<file path="src/rtl/plk_pkg.sv">
// Package: shared helpers for the preamble detector.
// Assumes the select encodes the spacing as (select + 1) bit cells.
package plk_pkg;

    typedef enum logic [1:0] {
        SPACE_1C = 2'd0,
        SPACE_2C = 2'd1,
        SPACE_3C = 2'd2,
        SPACE_4C = 2'd3
    } space_e;

    // Number of bit cells between pulses for a given select code.
    function automatic int unsigned cells_of(input logic [1:0] code);
        return int'(code) + 1;
    endfunction

endpackage

</file>
<file path="src/rtl/plk_sync.sv">
// Module: multi-flop synchroniser for a single asynchronous level.
// Assumes STAGES >= 2; all flops reset to RST_VAL.
module plk_sync #(
    parameter int unsigned STAGES  = 2,
    parameter logic        RST_VAL = 1'b1
) (
    input  logic clk,
    input  logic rst_n,
    input  logic d_async,
    output logic q_sync
);
    logic [STAGES-1:0] chain_q;

    // Shift the raw level through the flop chain.
    always_ff @(posedge clk) begin
        if (!rst_n) chain_q <= {STAGES{RST_VAL}};
        else        chain_q <= {chain_q[STAGES-2:0], d_async};
    end

    assign q_sync = chain_q[STAGES-1];
endmodule

</file>
<file path="src/rtl/plk_interval.sv">
// Module: measures clocks between successive pulses and checks the
// interval against the selected spacing +/- a quarter cell.
// Assumes CELL_CLKS >= 4 and pulses are one-cycle strobes.
module plk_interval #(
    parameter int unsigned CELL_CLKS = 8
) (
    input  logic       clk,
    input  logic       rst_n,
    input  logic       clear,
    input  logic       enable,
    input  logic       pulse,
    input  logic [1:0] sel,
    output logic       ev_valid,
    output logic       ev_match
);
    import plk_pkg::*;

    localparam int unsigned SPAN_MAX = 5 * CELL_CLKS;
    localparam int unsigned TOL      = CELL_CLKS / 4;
    localparam int unsigned GW       = $clog2(SPAN_MAX + 2);

    logic [GW-1:0] gap_q;
    logic          ref_q;
    logic [GW-1:0] ivl;
    logic [GW-1:0] win_lo [4];
    logic [GW-1:0] win_hi [4];

    // Acceptance bounds, one pair per spacing code.
    for (genvar gi = 0; gi < 4; gi++) begin : g_win
        localparam int unsigned NOM = cells_of(2'(gi)) * CELL_CLKS;
        assign win_lo[gi] = GW'(NOM - TOL);
        assign win_hi[gi] = GW'(NOM + TOL);
    end

    // Track the reference pulse and count clocks since it, saturating.
    always_ff @(posedge clk) begin
        if (!rst_n || clear) begin
            ref_q <= 1'b0;
            gap_q <= '0;
        end else if (enable) begin
            if (pulse) begin
                ref_q <= 1'b1;
                gap_q <= '0;
            end else if (ref_q && gap_q != GW'(SPAN_MAX)) begin
                gap_q <= gap_q + GW'(1);
            end
        end
    end

    // Interval of the current pulse, then window comparison.
    always_comb begin
        ivl      = gap_q + GW'(1);
        ev_valid = enable && pulse && ref_q && !clear;
        ev_match = ev_valid && (ivl >= win_lo[sel]) && (ivl <= win_hi[sel]);
    end

    // the gap counter never runs beyond its saturation point.
    a_r1_gap_bound: assert property (@(posedge clk) disable iff (!rst_n)
        gap_q <= GW'(SPAN_MAX));

    // with measurement disabled, the reference state holds.
    a_r3_hold_unarmed: assert property (@(posedge clk) disable iff (!rst_n)
        (!enable && !clear) |=> (ref_q == $past(ref_q)));
endmodule

</file>
<file path="src/rtl/plk_runcount.sv">
// Module: counts consecutive qualifying intervals and raises a sticky
// detection flag at the spacing-dependent threshold.
// Assumes RUN_LONG <= RUN_SHORT.
module plk_runcount #(
    parameter int unsigned RUN_SHORT = 32,
    parameter int unsigned RUN_LONG  = 16
) (
    input  logic       clk,
    input  logic       rst_n,
    input  logic       clear,
    input  logic       ev_valid,
    input  logic       ev_match,
    input  logic [1:0] sel,
    output logic       det
);
    localparam int unsigned CW = $clog2(RUN_SHORT + 1);

    logic [CW-1:0] cnt_q;
    logic [CW-1:0] need;
    logic [CW-1:0] cnt_inc;
    logic          det_q;

    // Threshold for the selected spacing and the saturating increment.
    always_comb begin
        need    = (sel == plk_pkg::SPACE_4C) ? CW'(RUN_LONG) : CW'(RUN_SHORT);
        cnt_inc = (cnt_q >= need) ? need : cnt_q + CW'(1);
    end

    // Update run length and latch detection.
    always_ff @(posedge clk) begin
        if (!rst_n || clear) begin
            cnt_q <= '0;
            det_q <= 1'b0;
        end else if (ev_valid) begin
            if (ev_match) begin
                cnt_q <= cnt_inc;
                if (cnt_inc == need) det_q <= 1'b1;
            end else begin
                cnt_q <= '0;
            end
        end
    end

    assign det = det_q;

    a_r7_no_overflow: assert property (@(posedge clk) disable iff (!rst_n)
        cnt_q <= CW'(RUN_SHORT));

    a_r5_det_sticky: assert property (@(posedge clk) disable iff (!rst_n)
        (det_q && !clear) |=> det_q);

    a_r6_gate_clear: assert property (@(posedge clk) disable iff (!rst_n)
        clear |=> (!det_q && cnt_q == '0));

    a_r4_miss_resets: assert property (@(posedge clk) disable iff (!rst_n)
        (ev_valid && !ev_match && !clear) |=> (cnt_q == '0));
endmodule

</file>
<file path="src/rtl/preamble_lock_ctrl.sv">
// Module: top of the preamble detector with lock-mode handoff.
// Assumes rd_gate, zps_done and data_pulse are synchronous to clk;
// lock_ctl_n is asynchronous and is synchronised here.
module preamble_lock_ctrl #(
    parameter int unsigned CELL_CLKS   = 8,
    parameter int unsigned RUN_SHORT   = 32,
    parameter int unsigned RUN_LONG    = 16,
    parameter int unsigned SYNC_STAGES = 2
) (
    input  logic       clk,
    input  logic       rst_n,
    input  logic       rd_gate,
    input  logic       zps_done,
    input  logic       data_pulse,
    input  logic [1:0] pat_sel,
    input  logic       lock_ctl_n,
    input  logic       loop_en,
    output logic       pre_det,
    output logic       freq_acq,
    output logic       window_en
);
    logic clear;
    logic armed;
    logic ev_valid;
    logic ev_match;
    logic ctl_sync;
    logic ctl_eff;

    // Arming and clearing conditions for the measurement path.
    always_comb begin
        clear = !rd_gate;
        armed = rd_gate && zps_done;
    end

    plk_sync #(.STAGES(SYNC_STAGES), .RST_VAL(1'b1)) u_sync (
        .clk     (clk),
        .rst_n   (rst_n),
        .d_async (lock_ctl_n),
        .q_sync  (ctl_sync)
    );

    plk_interval #(.CELL_CLKS(CELL_CLKS)) u_ivl (
        .clk      (clk),
        .rst_n    (rst_n),
        .clear    (clear),
        .enable   (armed),
        .pulse    (data_pulse),
        .sel      (pat_sel),
        .ev_valid (ev_valid),
        .ev_match (ev_match)
    );

    plk_runcount #(.RUN_SHORT(RUN_SHORT), .RUN_LONG(RUN_LONG)) u_run (
        .clk      (clk),
        .rst_n    (rst_n),
        .clear    (clear),
        .ev_valid (ev_valid),
        .ev_match (ev_match),
        .sel      (pat_sel),
        .det      (pre_det)
    );

    // Loop mode: effective control merges loopback detection.
    always_comb begin
        ctl_eff   = ctl_sync || (loop_en && pre_det);
        freq_acq  = rd_gate && !ctl_eff;
        window_en = !freq_acq;
    end

    a_r8_acq_needs_gate: assert property (@(posedge clk) disable iff (!rst_n)
        freq_acq |-> rd_gate);

    a_r10_loop_exit: assert property (@(posedge clk) disable iff (!rst_n)
        (loop_en && pre_det) |-> !freq_acq);

    a_r3_no_rise_unarmed: assert property (@(posedge clk) disable iff (!rst_n)
        (rd_gate && !zps_done && !pre_det) |=> !pre_det);
endmodule

</file>
<file path="config.mk">
export PLATFORM = sky130hd
export DESIGN_NAME = preamble_lock_ctrl
export DESIGN_NICKNAME = d
export VERILOG_FILES = /design/src/rtl/plk_pkg.sv /design/src/rtl/plk_sync.sv /design/src/rtl/plk_interval.sv /design/src/rtl/plk_runcount.sv /design/src/rtl/preamble_lock_ctrl.sv
export SDC_FILE = /design/constraint.sdc
export NUM_CORES = 1
export LEC_CHECK = 0
export CELL_PAD_IN_SITES_DETAIL_PLACEMENT = 0
export CELL_PAD_IN_SITES_GLOBAL_PLACEMENT = 2
export CORE_MARGIN = 2
export CORE_UTILIZATION = 33
export DETAILED_ROUTE_END_ITERATION = 8
export PLACE_DENSITY = 0.73
export SETUP_SLACK_MARGIN = 0.3
export SLEW_MARGIN = 25
export SYNTH_ARGS = -nofsm -noshare
export SYNTH_HDL_FRONTEND = slang
export SYNTH_SLANG_ARGS = --single-unit
</file>
<file path="constraint.sdc">
create_clock -name clk -period 3.25 [get_ports clk]
set_input_delay 0.325 -clock clk [delete_from_list [all_inputs] [get_ports clk]]
set_output_delay 0.325 -clock clk [all_outputs]
set_load 0.02 [all_outputs]
</file>
==> metrics, run 1 <==
share of layout cells above drive strength 1 0.07792; antenna violation net count after detailed routing 0; dominant combinational cell family by area after synthesis simple AND/OR/NAND/NOR gates; net switching power 0.00008727 W; number of instances in the synthesized netlist 140; TritonCTS clock tree done; wire length per cell 12.21 um; DRC violation count after routing 0; final max-slew violation count 0; result of the run complete, no violations; portion of the clock cycle consumed by the worst path in the final layout 0.8204; Critical Path Start Type register; sequential fraction of the synthesis area 0.2732; commonest cells after routing, fill and taps aside inv_1, dfxtp_1, ha_1; total grt overflow 0; number of hold buffers added after cts 0; I/O pin cnt 12; critical path arrival roughly 2.8 ns; clock slew seen by the registers of the worst setup and hold paths roughly 0.1 ns; quantity of gates resized following cts 0; peak clock frequency supported by timing approximately 380 MHz; maximum fanout count along the critical path 5; last weighted congestion value of the routability-driven placer between 0.7 and 0.8; CTS H-tree lvls 1; post-DP HPWL 1960 um; Internal Power approximately 0.00028 W; largest clock skew in the final design around 0.0052 ns; adder-cell share of the synthesized area 0.1601; instance area after placement roughly 1300 um^2; kind of critical path reg -> reg; top cell type's share of synthesized area 0.2732; endpoints failing setup 0; number of vias per cell after detailed routing roughly 5; setup tns final 0 ns; clock tree root driver cell clkbuf_4; switching share of power 0.2351; signed area change from the synthesized netlist to the final layout 17.08%; total power per unit cell area between 200 and 300 nW/um^2; die area between 4000 and 5000 um^2; cell taking the most area after synthesis dfxtp_1; part of the total power dissipated in the clock network 0.357; element type at the critical path end register; final worst-path setup slack roughly 0.58 ns; CTS Buf Count 3; # nets final 179; static leakage 0.5119 nW; number of DRC markers after the initial detailed-route iteration 29; area of the mapped netlist 1172 um^2; Hold/Removal Path Class reg -> reg; Min Hold Slack approximately 0.42 ns; worst voltage drop across the vdd grid between 150 and 200 uV; number of iterations in the first detailed-routing pass 4; tightest slew margin relative to the limit 0.6415; Core Footprint 3363 um^2; number of buffers added on ports 11; Vias about 1000; share of synthesized area spent on multiplexers 0; largest cells by area after synthesis dfxtp_1, ha_1, inv_1, nand2_1, a21oi_1; global-route wire length before repair ~4200 um; Global Route Usage Sum 0.1299; clock period minus final worst setup slack roughly 2.7 ns; sequential group share of total power 0.534; maximum root-to-sink buffer count 2; Least-Margin Pin Slew ~0.54 ns; parity-gate share of the synthesized area counting xor and xnor cells 0.04482; clock latency at the later pin of the worst-skew pair about 0.28 ns; clk sink count 16; Site Rows 21; number of synthesis warnings 0; data required time at the worst endpoint around 3.4 ns; syn_nets 164; pin count of the biggest net entering global routing 16; initial core utilization 0.3486; number of antenna violations at the first check in global routing 0; distinct cell type count after synthesis 41; Gate power share 0.109; die boundary width roughly 64 um; wire length after detailed routing 2441 um; diode insertion count for antenna repair 0; flops & latches, synth 16; number of global-route vias before repair roughly 960; Die H 63.61 um; simple-gate share of the synthesized area 0.2583; post-CTS setup-driven buffer insertion count 0; unrepaired setup endpoints after global routing false; final hold violation count 0; worst slack, placed 0.4563 ns; Avg Synthesized Cell Area between 8 and 9 um^2; number of max-cap violations 0; fraction of the mapped netlist area in compound gates 0.2092; Post-Layout Inst Area roughly 1400 um^2
-- per-layer routing --
layer,track usage,share of wire,vias up
met5,0,0,-
met4,0.04891,0.0078,0
met3,0.01786,0.020,2
met2,0.2158,0.46,12
met1,0.1699,0.51,468
li1,-,-,535
-- layout make-up --
| class | count | area, um^2 |
|---|---|---|
| Fill cell | 392 | 1991 |
| Multi-Input combinational cell | 107 | 788.3 |
| Sequential cell | 16 | 320.3 |
| Timing Repair Buffer | 11 | 110.1 |
| Inverter | 16 | 60.06 |
| Tap cell | 46 | 57.56 |
| Clock buffer | 4 | 36.28 |
-- power by group through the flow --
stage | clock network [W] | registers, W | logic (W)
after floorplan | 0 | 0.000203 | 0.0000213
after global placement | 0 | 0.000203 | 0.0000400
after detailed placement | 0 | 0.000203 | 0.0000407
after CTS | 0.000138 | 0.000198 | 0.0000410
after global routing | 0.000148 | 0.000198 | 0.0000455
final | 0.000133 | 0.000198 | 0.0000404
-- registers in the layout, summed over array words and instances, names as in the netlist --
signal	cells
u_sync.chain_q	2
u_run.cnt_q	6
u_run.det	1
u_ivl.ref_q	1
u_ivl.gap_q	6
-- logic make-up (layout without fill, tap and decap cells) --
group,Yosys count,in the layout
AO/OA/AOI/OAI,33,33
adder cells (fa/ha/maj),15,15
buffers and inverters,17,31
XOR/XNOR,6,6
AND/OR/NAND/NOR,53,53
flip-flops,16,16
-- Yosys cell counts --
cell type / n
o21bai_1: 1
a21o_1: 1
and2_0: 1
or3_1: 1
xnor2_1: 4
o2111ai_1: 2
clkbuf_1: 1
o41ai_1: 4
or4_1: 1
nand4_1: 2
o22ai_1: 1
o41a_1: 1
nand3_2: 1
inv_1: 16
a22oi_1: 3
nand4_2: 1
ha_1: 15
nor3_2: 1
dfxtp_1: 16
a21oi_1: 10
a2111oi_4: 1
nand2_1: 14
and4b_1: 1
nor4bb_1: 1
nor3_1: 2
or2_4: 1
nand3_1: 4
a221oi_1: 1
a211oi_1: 1
a211oi_2: 1
o21ai_0: 5
and4_1: 2
nor2_1: 11
or3_2: 1
nor3b_1: 1
a31oi_1: 1
xor2_1: 2
and4b_4: 1
nor2b_1: 3
nand2b_1: 2
nand3b_1: 1
-- final timing paths --
check	endpoint	slack, ns	from	cells past startpoint
setup / recovery	u_run.cnt_q[3]	0.58	u_ivl.gap_q[0]	9
hold / removal	u_sync.chain_q[1]	0.42	u_sync.chain_q[0]	1
setup reg to reg	u_run.cnt_q[3]	0.58	u_ivl.gap_q[0]	9
hold reg to reg	u_sync.chain_q[1]	0.42	u_sync.chain_q[0]	1
-- per-stage QoR --
stage | std cells | util | total power [W]
5_1_grt | 200 | 0.4081 | 0.0003915
2_1_floorplan | 140 | - | 0.0002239
3_3_place_gp | 196 | 0.3973 | 0.0002427
4_1_cts | 200 | 0.4081 | 0.0003776
6_report | 200 | 0.4081 | 0.0003713
3_5_place_dp | 196 | 0.3973 | 0.0002435
-- worst max-delay path, stage by stage, from the launching register on --
cell      delay (ns)
dfxtp_1         0.42
ha_1            0.26
nand3_1         0.11
xnor2_1         0.30
ha_1            0.33
a21o_1          0.19
a211oi_2        0.20
a21oi_1         0.14
or2_4           0.27
o41ai_1         0.34
Note: power is estimated with default switching activity, not from simulation.
==> inputs of run 2 (changes only) <==
--- a/config.mk
+++ b/config.mk
@@ -8,9 +8,9 @@
 export CELL_PAD_IN_SITES_DETAIL_PLACEMENT = 0
 export CELL_PAD_IN_SITES_GLOBAL_PLACEMENT = 2
 export CORE_MARGIN = 2
-export CORE_UTILIZATION = 33
+export CORE_UTILIZATION = 30
 export DETAILED_ROUTE_END_ITERATION = 8
-export PLACE_DENSITY = 0.73
+export PLACE_DENSITY = 0.7
 export SETUP_SLACK_MARGIN = 0.3
 export SLEW_MARGIN = 25
 export SYNTH_ARGS = -nofsm -noshare
==> constraint.sdc (replaced) <==
create_clock -name clk -period 2.4 [get_ports clk]
set_input_delay 0.24 -clock clk [delete_from_list [all_inputs] [get_ports clk]]
set_output_delay 0.24 -clock clk [all_outputs]
set_load 0.02 [all_outputs]
==> run 2 against run 1 <==
Cell area increased by 30%. Via count is 12% higher. Register-to-register slack worse by 0.40 ns. Worst hold slack got worse by 0.010 ns. Clock-buffer cell count is the same. Worst setup slack lost 0.40 ns. First-iteration DRC count is 62% higher. Non-clock buffer count grew 23. Critical path depth did not move. Critical endpoint is now u_run.cnt_q[2]. Largest cell class unchanged.
==> metrics, run 2 (same netlist as run 1, synthesis figures left out) <==
kind of critical path reg -> reg; placed cell count 209 (+6.6%); Site Rows 22 (+4.8%); Die H 66.52 um (+4.6%); clk sink count 16 (unchanged); endpoint of the worst register-to-register path u_run.cnt_q[2]; worst setup path startpoint u_ivl.gap_q[0]; cell type of the slowest stage on the worst timing path dfxtp_4; Vias 1144 (+12%); M1 GR Usage 0.1756 (+0.005630); setup tns final 0 ns (unchanged); die area 4424 um^2 (+9.4%); portion of the clock cycle consumed by the worst path in the final layout 0.9252 (+0.1048); share of layout cells above drive strength 1 0.3559 (+0.2780); TritonCTS clock tree done; Least-Margin Pin Slew 0.3111 ns (-0.2253 ns); Min Hold Slack 0.4073 ns (-0.01013 ns); number of cell instances on the worst register-to-register path 9 (unchanged); data required time at the worst endpoint 2.55 ns (-0.88 ns); maximum root-to-sink buffer count 2 (unchanged); clock period minus final worst setup slack 2.220 ns (-0.4459 ns); Internal Power 0.0004458 W (+57%); die boundary width 66.52 um (+4.6%); number of fillers in the final layout 380 (-3.1%); largest clock skew in the final design 0.004630 ns (-0.0005455 ns); area occupied by multi-input gates 954.7 um^2 (+21%); beginning of the worst register-to-register path u_ivl.gap_q[0]; clock latency at the later pin of the worst-skew pair 0.25 ns (-0.03 ns); post-DP HPWL 2106 um (+7.4%); WP depth 9 (unchanged); number of hold buffers added after cts 0 (unchanged); critical path arrival 2.37 ns (-0.47 ns); worst voltage drop across the vdd grid 235.3 uV (+27%); commonest cells after routing, fill and taps aside buf_4, inv_1, nand2_1; DRC violation count after routing 0 (unchanged); sequential group share of total power 0.459 (-0.075); net switching power 0.0001280 W (+47%); final hold violation count 0 (unchanged); global-route wire length before repair 4892 um (+16%); element type at the critical path end register; buffers plus inverters on the worst setup path 1 (+1); final max-slew violation count 0 (unchanged); part of the total power dissipated in the clock network 0.410 (+0.053); total grt overflow 0 (unchanged); initial core utilization 0.3155 (-0.03310); final instance count without filler cells 225 (+13%); clock tree root driver cell clkbuf_8; CP endpoint u_run.cnt_q[2]; wire length per cell 12.98 um (+6.3%); peak clock frequency supported by timing 450.4 MHz (+20%); last weighted congestion value of the routability-driven placer 0.7057 (about the same); # nets final 202 (+13%); result of the run complete, no violations; maximum fanout count along the critical path 6 (+1); number of iterations in the first detailed-routing pass 5 (+1); Critical Path Start Type register; unrepaired setup endpoints after global routing true; number of max-cap violations 0 (unchanged); diode insertion count for antenna repair 0 (unchanged); total power per unit cell area 322.7 nW/um^2 (+19%); number of buffers added on ports 11 (unchanged); slowest stage delay, CP 0.37 ns (-0.05 ns); most used routing layer in global routing met2; Global Route Usage Sum 0.1413 (+0.01140); antenna violation net count after detailed routing 0 (unchanged); number of global-route vias before repair 1151 (+21%); Hold/Removal Path Class reg -> reg; sequential cell area 339.1 um^2 (+5.9%); I/O pin cnt 12 (unchanged); CTS H-tree lvls 1 (unchanged); number of vias per cell after detailed routing 5.084 (about the same); Global Route met2 Usage 0.2450 (+0.02921); hold wc startpoint u_sync.chain_q[0]; most common cell after layout, fill and taps aside buf_4; number of antenna violations at the first check in global routing 0 (unchanged); setup slack on the worst flop-to-flop path 0.18 ns (-0.40 ns); number of DRC markers after the initial detailed-route iteration 47 (+62%); endpoints failing setup 0 (unchanged); total design power 0.0005738 W (+55%); CTS Buf Count 3 (unchanged); Core Footprint 3716 um^2 (+10%); tightest slew margin relative to the limit 0.7904 (+0.1489); Top Family by Delay on Critical Path simple AND/OR/NAND/NOR gates; clock slew seen by the registers of the worst setup and hold paths 0.07 ns (-0.03 ns); critical path, cell by cell buf_12 > nand3_4 > or3_4 > nand2_4 > ha_4 > a211oi_2 > a21oi_2 > or2_4 > o41ai_2; met3 track utilization from global routing 0.01689 (-0.0009653); signed area change from the synthesized netlist to the final layout 51.65%; wire length after detailed routing 2920 um (+20%); switching share of power 0.2230 (-0.01203); static leakage 0.6742 nW (+32%); pin count of the biggest net entering global routing 10 (-6); Gate power share 0.131 (+0.022); largest registers in the final layout u_ivl.gap_q x6, u_run.cnt_q x6, u_sync.chain_q x2
## run 2: cell count changes in the layout (fill, tap and decap cells not counted), sizes merged
cell,delta
buf,+23
clkdlybuf4s50,-2
dlygate4sd2,+2
## run 2: what timing repair did
action,in CTS,in global routing
setup buffers,6,6
setup endpoints to repair,7,13
pin swaps,15,9
gates resized for setup,12,14
## run 2: layout make-up
type | count | share of cell area
multi-input cells | 107 | 0.5369
inverters | 16 | 0.03378
clock buffers | 4 | 0.03096
flip-flops and latches | 16 | 0.1907
repair buffers | 34 | 0.1738
well taps | 48 | 0.03378
## run 2: worst min path at each step
stage | depth (start not counted) | slack [ns] | to
finish | 1 | 0.41 | u_sync.chain_q[1]
detailed placement | 1 | 0.41 | u_sync.chain_q[1]
global route | 1 | 0.44 | u_sync.chain_q[1]
global placement | 1 | 0.40 | u_sync.chain_q[1]
CTS | 1 | 0.41 | u_sync.chain_q[1]
floorplan | 1 | 0.31 | u_sync.chain_q[0]
## run 2: routing by layer
layer / wire, um / part of all wire / vias up
met4: 34 / 0.012 / 0
met3: 53 / 0.018 / 4
met5: 0 / 0 / -
met2: 1455 / 0.50 / 15
met1: 1377 / 0.47 / 540
li1: - / - / 585
## run 2: power by group through the flow
stage / registers [W] / clock network (W) / logic (W)
after floorplan: 0.000271 / 0 / 0.0000304
after global placement: 0.000271 / 0 / 0.0000686
after detailed placement: 0.000271 / 0 / 0.0000695
after CTS: 0.000265 / 0.000244 / 0.0000730
after global routing: 0.000263 / 0.000259 / 0.0000838
final: 0.000263 / 0.000235 / 0.0000754
## run 2: per-stage QoR
stage | util | setup slack (ns) | area, um^2
after floorplan | - | 0.2370 | 1259
after global placement | 0.4057 | -0.09806 | 1508
after detailed placement | 0.4057 | -0.1575 | 1508
after CTS | 0.4522 | 0.1844 | 1680
after global routing | 0.4785 | 0.09211 | 1778
final | 0.4785 | 0.1796 | 1778
## run 2: worst reg2reg max path, cell delays in order (launching register included)
cell and delay, ns:
dfxtp_4 0.37, buf_12 0.11, nand3_4 0.10, or3_4 0.35, nand2_4 0.09, ha_4 0.20, a211oi_2 0.24, a21oi_2 0.11
or2_4 0.27, o41ai_2 0.28
